<file path="src/rtl/atten_ctrl_pkg.sv">
package atten_ctrl_pkg;
  localparam int WORD_W  = 6;
  localparam int STRAP_W = 2;

  typedef struct packed {
    logic shift;      // move serial data into the shift register
    logic loadShift;  // shift register -> output word
    logic loadPar;    // parallel lines -> output word
    logic loadStrap;  // strap decode -> output word
  } strobe_t;

  typedef enum logic {PH_SETTLE, PH_RUN} phase_t;

  function automatic logic [WORD_W-1:0] strapWord(input logic [STRAP_W-1:0] sel);
    logic [WORD_W-1:0] w;
    unique case (sel)
      2'b00:   w = 6'b000000;
      2'b01:   w = 6'b001111;
      2'b10:   w = 6'b011111;
      default: w = 6'b111111;
    endcase
    return w;
  endfunction
endpackage

</file>
<file path="src/rtl/atten_ctrl_sync.sv">
module atten_ctrl_sync #(
  parameter int WIDTH  = 1,
  parameter int STAGES = 2
) (
  input  logic             clk,
  input  logic             rstN,
  input  logic [WIDTH-1:0] asyncIn,
  output logic [WIDTH-1:0] syncOut
);
  logic [WIDTH-1:0] pipe [STAGES];

  always_ff @(posedge clk or negedge rstN) begin
    if (!rstN) pipe[0] <= '0;
    else       pipe[0] <= asyncIn;
  end

  for (genvar s = 1; s < STAGES; s++) begin : g_stage
    always_ff @(posedge clk or negedge rstN) begin
      if (!rstN) pipe[s] <= '0;
      else       pipe[s] <= pipe[s-1];
    end
  end

  assign syncOut = pipe[STAGES-1];
endmodule

</file>
<file path="src/rtl/atten_ctrl_ctl.sv">
module atten_ctrl_ctl
  import atten_ctrl_pkg::*;
#(
  parameter int PWRUP_CYCLES = 10_000_000
) (
  input  logic    clk,
  input  logic    rstN,
  input  logic    modeS,
  input  logic    sclkS,
  input  logic    leS,
  output strobe_t strb
);
  localparam int CNT_W = $clog2(PWRUP_CYCLES + 1);
  localparam logic [CNT_W-1:0] LAST = CNT_W'(PWRUP_CYCLES - 1);

  phase_t           phase;
  logic [CNT_W-1:0] cnt;
  logic             sclkPrev;
  logic             sclkRise;
  logic             settleEnd;

  always_ff @(posedge clk or negedge rstN) begin
    if (!rstN) begin
      phase    <= PH_SETTLE;
      cnt      <= '0;
      sclkPrev <= 1'b0;
    end else begin
      sclkPrev <= sclkS;
      if (phase == PH_SETTLE) begin
        if (settleEnd) phase <= PH_RUN;
        else           cnt   <= cnt + 1'b1;
      end
    end
  end

  assign sclkRise  = sclkS & ~sclkPrev;
  assign settleEnd = (phase == PH_SETTLE) && (cnt == LAST);

  always_comb begin
    strb = '0;
    if (settleEnd) begin
      if (leS) strb.loadPar   = 1'b1;
      else     strb.loadStrap = 1'b1;
    end else if (phase == PH_RUN) begin
      if (modeS) begin
        if (leS)           strb.loadShift = 1'b1;
        else if (sclkRise) strb.shift     = 1'b1;
      end else if (leS) begin
        strb.loadPar = 1'b1;
      end
    end
  end

  AST_CLK_MASKED_BY_LE: assert property (@(posedge clk) disable iff (!rstN)
    leS |-> !strb.shift);
  AST_PAR_MODE_NO_SHIFT: assert property (@(posedge clk) disable iff (!rstN)
    !modeS |-> !strb.shift);
  AST_SINGLE_ACTION: assert property (@(posedge clk) disable iff (!rstN)
    $onehot0(strb));
  AST_SETTLE_QUIET: assert property (@(posedge clk) disable iff (!rstN)
    (phase == PH_SETTLE && !settleEnd) |-> (strb == '0));
endmodule

</file>
<file path="src/rtl/atten_ctrl_path.sv">
module atten_ctrl_path
  import atten_ctrl_pkg::*;
(
  input  logic               clk,
  input  logic               rstN,
  input  strobe_t            strb,
  input  logic               serDataS,
  input  logic [WORD_W-1:0]  parS,
  input  logic [STRAP_W-1:0] strapS,
  output logic [WORD_W-1:0]  attnWordN,
  output logic               chainOut
);
  logic [WORD_W-1:0] shiftReg;

  always_ff @(posedge clk or negedge rstN) begin
    if (!rstN) begin
      shiftReg <= '0;
      chainOut <= 1'b0;
    end else if (strb.shift) begin
      shiftReg <= {shiftReg[WORD_W-2:0], serDataS};
      chainOut <= shiftReg[WORD_W-1];
    end
  end

  always_ff @(posedge clk or negedge rstN) begin
    if (!rstN)               attnWordN <= '0;
    else if (strb.loadShift) attnWordN <= shiftReg;
    else if (strb.loadPar)   attnWordN <= parS;
    else if (strb.loadStrap) attnWordN <= strapWord(strapS);
  end

  AST_HOLD_WITHOUT_LOAD: assert property (@(posedge clk) disable iff (!rstN)
    !(strb.loadShift || strb.loadPar || strb.loadStrap) |=> $stable(attnWordN));
  AST_SHREG_HOLD: assert property (@(posedge clk) disable iff (!rstN)
    !strb.shift |=> ($stable(shiftReg) && $stable(chainOut)));
endmodule

</file>
<file path="src/rtl/atten_ctrl_top.sv">
module atten_ctrl_top
  import atten_ctrl_pkg::*;
#(
  parameter int PWRUP_CYCLES = 10_000_000,
  parameter int SYNC_STAGES  = 2
) (
  input  logic        clk,
  input  logic        rstN,
  input  logic        serMode,
  input  logic        serData,
  input  logic        serClk,
  input  logic        latchEn,
  input  logic [5:0]  parWord,
  input  logic [1:0]  strapSel,
  output logic [5:0]  attnWordN,
  output logic        chainOut
);
  localparam int SYNC_W = WORD_W + STRAP_W + 4;

  logic [SYNC_W-1:0]  syncBus;
  logic [WORD_W-1:0]  parS;
  logic [STRAP_W-1:0] strapS;
  logic               modeS, dataS, sclkS, leS;
  strobe_t            strb;

  atten_ctrl_sync #(.WIDTH(SYNC_W), .STAGES(SYNC_STAGES)) u_sync (
    .clk     (clk),
    .rstN    (rstN),
    .asyncIn ({strapSel, serMode, serData, serClk, latchEn, parWord}),
    .syncOut (syncBus)
  );

  assign {strapS, modeS, dataS, sclkS, leS, parS} = syncBus;

  atten_ctrl_ctl #(.PWRUP_CYCLES(PWRUP_CYCLES)) u_ctl (
    .clk   (clk),
    .rstN  (rstN),
    .modeS (modeS),
    .sclkS (sclkS),
    .leS   (leS),
    .strb  (strb)
  );

  atten_ctrl_path u_path (
    .clk       (clk),
    .rstN      (rstN),
    .strb      (strb),
    .serDataS  (dataS),
    .parS      (parS),
    .strapS    (strapS),
    .attnWordN (attnWordN),
    .chainOut  (chainOut)
  );
endmodule

</file>
<file path="config.mk">
export PLATFORM = sky130hd
export DESIGN_NAME = atten_ctrl_top
export DESIGN_NICKNAME = d
export VERILOG_FILES = /design/src/rtl/atten_ctrl_pkg.sv /design/src/rtl/atten_ctrl_sync.sv /design/src/rtl/atten_ctrl_ctl.sv /design/src/rtl/atten_ctrl_path.sv /design/src/rtl/atten_ctrl_top.sv
export SDC_FILE = /design/constraint.sdc
export NUM_CORES = 1
export LEC_CHECK = 0
export CORE_ASPECT_RATIO = 1.75
export CORE_MARGIN = 5
export CORE_UTILIZATION = 35
export CTS_BUF_LIST = sky130_fd_sc_hd__clkbuf_16
export DETAILED_ROUTE_END_ITERATION = 10
export DONT_BUFFER_PORTS = 1
export HOLD_SLACK_MARGIN = 0.03
export MAX_ROUTING_LAYER = met4
export PLACE_DENSITY = 0.48
export SLEW_MARGIN = 25
export SYNTH_ARGS = -nofsm -noshare
export SYNTH_HDL_FRONTEND = slang
export SYNTH_HIERARCHICAL = 1
export SYNTH_SLANG_ARGS = --single-unit
</file>
<file path="constraint.sdc">
create_clock -name clk -period 2.2 [get_ports clk]
set_input_delay 0.55 -clock clk [delete_from_list [all_inputs] [get_ports clk]]
set_output_delay 0.55 -clock clk [all_outputs]
set_load 0.05 [all_outputs]
</file>
Word-level counts from Yosys, hierarchy flattened
Cells that the tools add are included.

operators by class
  add/sub/neg operators = 1
  eq/ne operators = 3
  multiplexer cells = 16
  bitwise operators = 4
  reduce and logical (&&, ||, !) cells = 4

operator list
  operator               number
  $add 24x1->24 const B  1
  $eq 24x24->1 const B   1
  $mux 6                 3
  $pmux 6 s3             1
  $mux 1                 9
  $mux 2                 2
  $mux 3                 1
  $not 1->1              3
  $reduce_bool 3->1      1
  $eq 2x1->1 const B     1
  $eq 2x2->1 const B     1
  $logic_not 2->1        1
  $reduce_and 2->1       1
  $and 1x1->1            1
  $logic_and 1x1->1      1

storage, ports and cells
  register bits = 63
  input bits = 14
  output and inout bits = 7

Longest topological paths before layout
Gate-level depths: netlist (run 1).

  word-level depth = 9
  mapped depth = 8

Hierarchy
The synthesis (run 1) kept the hierarchy.

modules (own cells, without submodules)
  module           instances  cells an instance  area an instance (µm²)  seq. area each (µm²)
  atten_ctrl_ctl   1          115                1272.5                  650.6
  atten_ctrl_sync  1          36                 690.7                   600.6
  atten_ctrl_path  1          49                 579.3                   325.3

Worst setup path after synthesis (run 1)
Ideal clock, no wire load.

  kind = register to register
  start = register u_ctl.cnt[14]
  end = register u_path.attnWordN[4]
  library setup time = 0.122 ns
  arrival time = 1.982 ns
  data required time = 2.078 ns
  slack = 0.097 ns
  stages on the path, launching flop included = 9
  cell sequence = dfrtp_1 -> nor4_1 -> nand4_1 -> or3_1 -> nor3_1 -> buf_6 -> mux2_4 -> mux2i_1 -> o21ai_1

RTL lines
  element                 RTL line               text
  start, declared         atten_ctrl_ctl.sv:17   logic [CNT_W-1:0] cnt;
  start signal, assigned  atten_ctrl_ctl.sv:31   else cnt <= cnt + 1'b1;
  end signal, assigned    atten_ctrl_path.sv:27  else if (strb.loadShift) attnWordN <= shiftReg;
  end signal, assigned    atten_ctrl_path.sv:28  else if (strb.loadPar) attnWordN <= parS;
  end signal, assigned    atten_ctrl_path.sv:29  else if (strb.loadStrap) attnWordN <= strapWord(strapS);
  end, declared           atten_ctrl_path.sv:10  output logic [WORD_W-1:0] attnWordN,

==> results of run 1 <==
## layer usage
metal  global-route usage [%]  up-vias  share of wire (%)  wire, um
met2                    19.22       30                 54      2474
met3                    3.361        9                3.8       176
met4                    6.459        0                2.5       114
met5                        -        -                  0         0
li1                         -      694                  -         -
met1                    13.04      722                 40      1855
## state kept, by name, indices dropped and copies added, names as in the netlist
register,count
u_sync/pipe,12
u_ctl/phase,1
u_path/shiftReg,6
u_ctl/sclkPrev,1
u_path/chainOut,1
u_ctl/cnt,24
u_sync/syncOut,12
u_path/attnWordN,6
## repair_timing
action | 4_1_cts | 5_1_grt
endpoints found under the setup margin | 1 | 6
setup buffers | 0 | 1
resized for setup | 1 | 6
pin swaps | 1 | 2
hold buffers | 1 | 0
endpoints found under the hold margin | 63 | 0
## placed cells by master (no fill, tap or decap), types with 3 or more instances in the layout
cell type	n
clkbuf_16	9
nand2_1	11
a22oi_1	4
nand3_2	5
dfrtp_1	63
o21ai_0	5
xnor2_1	20
buf_4	11
xor2_1	3
inv_1	5
nor2_1	9
mux2_2	7
nand4_1	10
nand3_1	6
and3_1	7
## worst register-to-register path: stages, from the launching register on
cell	delay, ps
dfrtp_1	390
nor4_2	260
nand4_1	160
or3_4	440
mux2i_1	130
and2_1	180
nor2b_4	210
nor2b_4	160
a221oi_1	50
## kinds of logic (layout without fill, tap and decap cells)
group,count (synthesis),count (layout),synth area share (%)
AOI/OAI and AO/OA,14,14,3.494
xor gates and xnor gates,23,23,7.923
adders and majority gates,1,1,0.4920
buffers and inverters,21,31,5.708
DFF,63,63,62.01
muxes,10,10,4.478
and+or+nand+nor,68,68,15.90
## worst min path at each step
stage               start                 end  slack, ps  cells after the start
floorplan            rstN        u_ctl/cnt[0]        250                      0
detailed placement   rstN  u_path/shiftReg[5]        260                      0
finish               rstN  u_path/shiftReg[5]        110                      1
CTS                  rstN       u_ctl/cnt[19]        110                      1
global placement     rstN  u_path/shiftReg[5]        260                      0
global route         rstN  u_path/shiftReg[5]        120                      1
## power breakdown
group          internal (W)  switching [W]   total, W
clock              0.000970       0.000451    0.00142
sequential          0.00118      0.0000101    0.00119
combinational    0.00000602      0.0000208  0.0000269
## layout make-up
cell class	instances	area [sq um]	area share [%]
sequential	63	1577	53.16
multi-input combinational	116	853.3	28.78
clock buffer	9	225.2	7.595
timing repair buffer	12	110.1	3.713
tap	86	107.6	3.629
clock inverter	6	77.57	2.616
inverter	4	15.01	0.5063
## stage by stage
| step | setup slack (ps) | instances | total power (W) | hold slack [ps] | TNS (ps) |
|---|---|---|---|---|---|
| final | 68.13 | 296 | 0.002642 | 106.4 | 0 |
| after global routing | -94.67 | 296 | 0.002743 | 121.7 | -206.7 |
| after CTS | 1.562 | 295 | 0.002696 | 106.6 | 0 |
| after detailed placement | -8.151 | 279 | 0.001214 | 256.0 | -8.151 |
| after global placement | 61.37 | 279 | 0.001215 | 256.3 | 0 |
| after floorplan | 96.73 | 200 | 0.001225 | 254.4 | 0 |
==> results.ini, run 1 <==
[synthesis]
synth_edf_count = 0
synth_ff_type = dfrtp_1
yosysMostFrequentCell = dfrtp_1
yosysSeqAreaShare_pct = 62.01
synth_cells = 200
synth_common_cells = dfrtp_1, xnor2_1, buf_4, nand2_1, nand4_1
yosys_warnings = 6
netlist_area_sq_um = 2542
async_flop_share_pct = 100.0
ys_ff_latch = 63
syn_area_per_cell_sq_um = 12.71
yosys.area.top_type = dfrtp_1
synth_nets = 215
yosysUniqueCellTypes = 34
netlist_top_cells_area = dfrtp_1, xnor2_1, buf_4, mux2_2, nand4_1
synth_top_area_share_pct = 62.01

[critical_path]
cp-startpoint = u_ctl/cnt[14]
cp-end-kind = register
r2r_cells = 8
worst-path-buf-inv = 0
critPathMaxStageDelay_ps = 440
crit_slowest_cell = or3_4
path_class = reg -> reg
crit_path_frequent_cell = nor2b_4
r2r_start = u_ctl/cnt[14]
cp_max_fo = 5
crit_arrival_ps = 2290
required_ps = 2360
r2r-end = u_path/attnWordN[5]
crit_chain = nor4_2 > nand4_1 > or3_4 > mux2i_1 > and2_1 > nor2b_4 > nor2b_4 > a221oi_1
worst-path-stages = 8
startpoint_type = register
crit_family = simple AND/OR/NAND/NOR gates
rrSetupSlack_ps = 70
endpoint = u_path/attnWordN[5]

[timing]
max_freq_ghz = 0.4691
skew_ps = 7.816
min_period_over_period_pct = 96.90
slew_headroom_pct = 53.21
setup_viol = 0
hold_violations = 0
rsz0062_at_grt = true
tightest_slew_ps = 701.8
fin_crit_ps = 2132
slew_viol_final = 0

[floorplanning]
start_util_pct = 35.66
pin_count = 21
rows = 41
die_area_sq_um = 9135
die_h_um = 122.7
die_width_um = 74.43
coreArea_sq_um = 7131

[grt]
antenna_found_initial = 0
grt_pass1_vias = 1584
grt_use_total_pct = 11.93
gr-total-overflow = 0
grt_first_pass_wirelength_mm = 7.831
grt_max_degree = 64

[clocking]
ctsRootBufferMaster = clkbuf_16
cts_htree_levels = 3
clkLatencyLatePin_ps = 320
cts_buffers = 9
tritoncts = done
clkSlewWorstSetupHoldPaths_ps = 50
clockBufferDepth = 2
cts.sinks = 63

[power]
leakagePower_nw = 1.311
powerDensity_nw_per_um2 = 891.1
max-vdd-ir-drop_mv = 0.3972

[placement]
place.port_buffers = 0
hpwl_mm = 3.214
gp_congestion = 0.8252
placedInstanceArea_sq_um = 2595

[run]
maxCapViolCount = 0

[drt]
drt-initial-drc-count = 114
via_count = 1455
wl_per_cell_um = 15.61
ant_nets = 0
first_pass_iters = 4
viasPerCell = 4.916
routed_wl_mm = 4.621
drc = 0

[layout]
diodes = 0
drive_gt1_share_pct = 21.43
final_net_count = 221
stdcell_area_sq_um = 2965
post-route-util_pct = 41.59
fill_cells = 673
area_growth_pct = 16.63

[hold_path]
hp-class = in -> async

[status]
outcome = complete, no violations

Note: power is estimated with default switching activity, not from simulation.
==> inputs of run 2 (changes only) <==
--- a/config.mk
+++ b/config.mk
@@ -8,7 +8,7 @@
 export CORE_ASPECT_RATIO = 1.75
 export CORE_MARGIN = 5
 export CORE_UTILIZATION = 35
-export CTS_BUF_LIST = sky130_fd_sc_hd__clkbuf_16
+export CTS_BUF_LIST = sky130_fd_sc_hd__clkbuf_8
 export DETAILED_ROUTE_END_ITERATION = 10
 export DONT_BUFFER_PORTS = 1
 export HOLD_SLACK_MARGIN = 0.03
==> results.ini, run 2 (synthesis results as in run 1) <==
[status]
outcome = complete, no violations

[floorplanning]
pin_count = 21
coreArea_sq_um = 7131
die_width_um = 74.43
die_h_um = 122.7
start_util_pct = 35.66
rows = 41
die_area_sq_um = 9135

[layout]
largest_reg_flops = 24
layout_common_cells = dfrtp_1, xnor2_1, nand2_1, buf_4
final_net_count = 221
final_common_cell = dfrtp_1
stdcell_area_sq_um = 2874
diodes = 0
regMostFlops = u_ctl/cnt
final_cells = 296
fill_cells = 688
area_growth_pct = 13.04
drive_gt1_share_pct = 21.90

[grt]
gr-total-overflow = 0
grt_pass1_vias = 1587
grt_use_total_pct = 12.14
grt_first_pass_wirelength_mm = 7.866
grt_max_degree = 64
antenna_found_initial = 0

[critical_path]
critPathMaxStageDelay_ps = 440
crit_arrival_ps = 2340
startpoint_type = register
required_ps = 2380
crit_path_frequent_cell = nor2b_4
crit_chain = nor4_2 > nand4_1 > or3_4 > mux2i_1 > and2_1 > nor2b_4 > nor2b_4 > a221oi_1
worst-path-buf-inv = 0
cp-end-kind = register
path_class = reg -> reg
crit_slowest_cell = or3_4
crit_family = simple AND/OR/NAND/NOR gates
cp_max_fo = 5

[placement]
dp.cells = 279
place.port_buffers = 0
gp_congestion = 0.8252
hpwl_mm = 3.214
placedInstanceArea_sq_um = 2595

[drt]
wl_met2_mm = 2.486
drt-initial-drc-count = 91
via_count = 1469
first_pass_iters = 4
route.met3.wl_um = 183
drc = 0
viasPerCell = 4.963
wl_per_cell_um = 15.95
highest_layer = met4
routed_wl_mm = 4.721
ant_nets = 0
wl_met1_mm = 1.887

[clocking]
cts_buffers = 9
clkLatencyLatePin_ps = 330
tritoncts = done
clkSlewWorstSetupHoldPaths_ps = 70
clockBufferDepth = 2
cts.sinks = 63
ctsRootBufferMaster = clkbuf_8
cts_htree_levels = 3

[run]
maxCapViolCount = 0

[power]
fin_total_pwr_w = 0.002285
leakagePower_nw = 1.270
max-vdd-ir-drop_mv = 0.2693
powerDensity_nw_per_um2 = 795.0

[timing]
slew_headroom_pct = 53.26
min_period_over_period_pct = 98.36
slew_viol_final = 0
fin_crit_ps = 2164
setup_viol = 0
hold_violations = 0
tightest_slew_ps = 701.1
skew_ps = 10.46
rsz0062_at_grt = true
max_freq_ghz = 0.4621
holdWs_ps = 88.23

[hold_path]
hp-class = in -> async

==> run 2: cell type report <==
| type | instances | area [sq um] | share of cell area (%) |
|---|---|---|---|
| inverter | 4 | 15.01 | 0.5224 |
| sequential | 63 | 1577 | 54.85 |
| timing repair buffer | 12 | 110.1 | 3.831 |
| tap | 86 | 107.6 | 3.744 |
| clock inverter | 5 | 73.82 | 2.569 |
| multi-input combinational | 116 | 853.3 | 29.69 |
| clock buffer | 10 | 137.6 | 4.789 |
==> run 2: final timing paths <==
kind,from,to,slack [ps],depth (start not counted)
hold reg to reg,u_sync/pipe[15],u_sync/syncOut[3],350,0
setup / recovery,u_ctl/cnt[14],u_path/attnWordN[5],40,8
max in group asynchronous,rstN,u_ctl/cnt[11],1870,1
setup reg to reg,u_ctl/cnt[14],u_path/attnWordN[5],40,8
min in group clk,serMode,u_sync/pipe[21],240,0
hold / removal,rstN,u_path/shiftReg[5],90,1
==> run 2: stage by stage <==
step | utilization (%) | setup slack, ps | TNS [ps]
floorplan | - | 96.73 | 0
global placement | 36.39 | 61.37 | 0
detailed placement | 36.39 | -8.151 | -8.151
CTS | 39.81 | 1.305 | 0
global route | 40.31 | -85.31 | -191.8
finish | 40.31 | 35.97 | 0
==> run 2: report_power, final <==
group,total [W],internal [W],switching (W)
Clock,0.00107,0.000654,0.000411
Sequential,0.00119,0.00118,0.0000104
Combinational,0.0000267,0.00000602,0.0000207
==> run 2: layer usage <==
| layer | GRT usage [%] | up-vias |
|---|---|---|
| li1 | - | 697 |
| met1 | 13.13 | 727 |
| met2 | 19.16 | 32 |
| met3 | 4.098 | 13 |
| met4 | 6.793 | 0 |
| met5 | - | - |
==> run 2: what timing repair did <==
item / CTS / global route
gates cloned: 0 / 0
pin swaps: 2 / 3
gates resized for setup: 1 / 6
hold endpoints to repair: 63 / 0
setup endpoints to repair: 1 / 6
buffers inserted: 0 / 1
hold buffers: 1 / 0
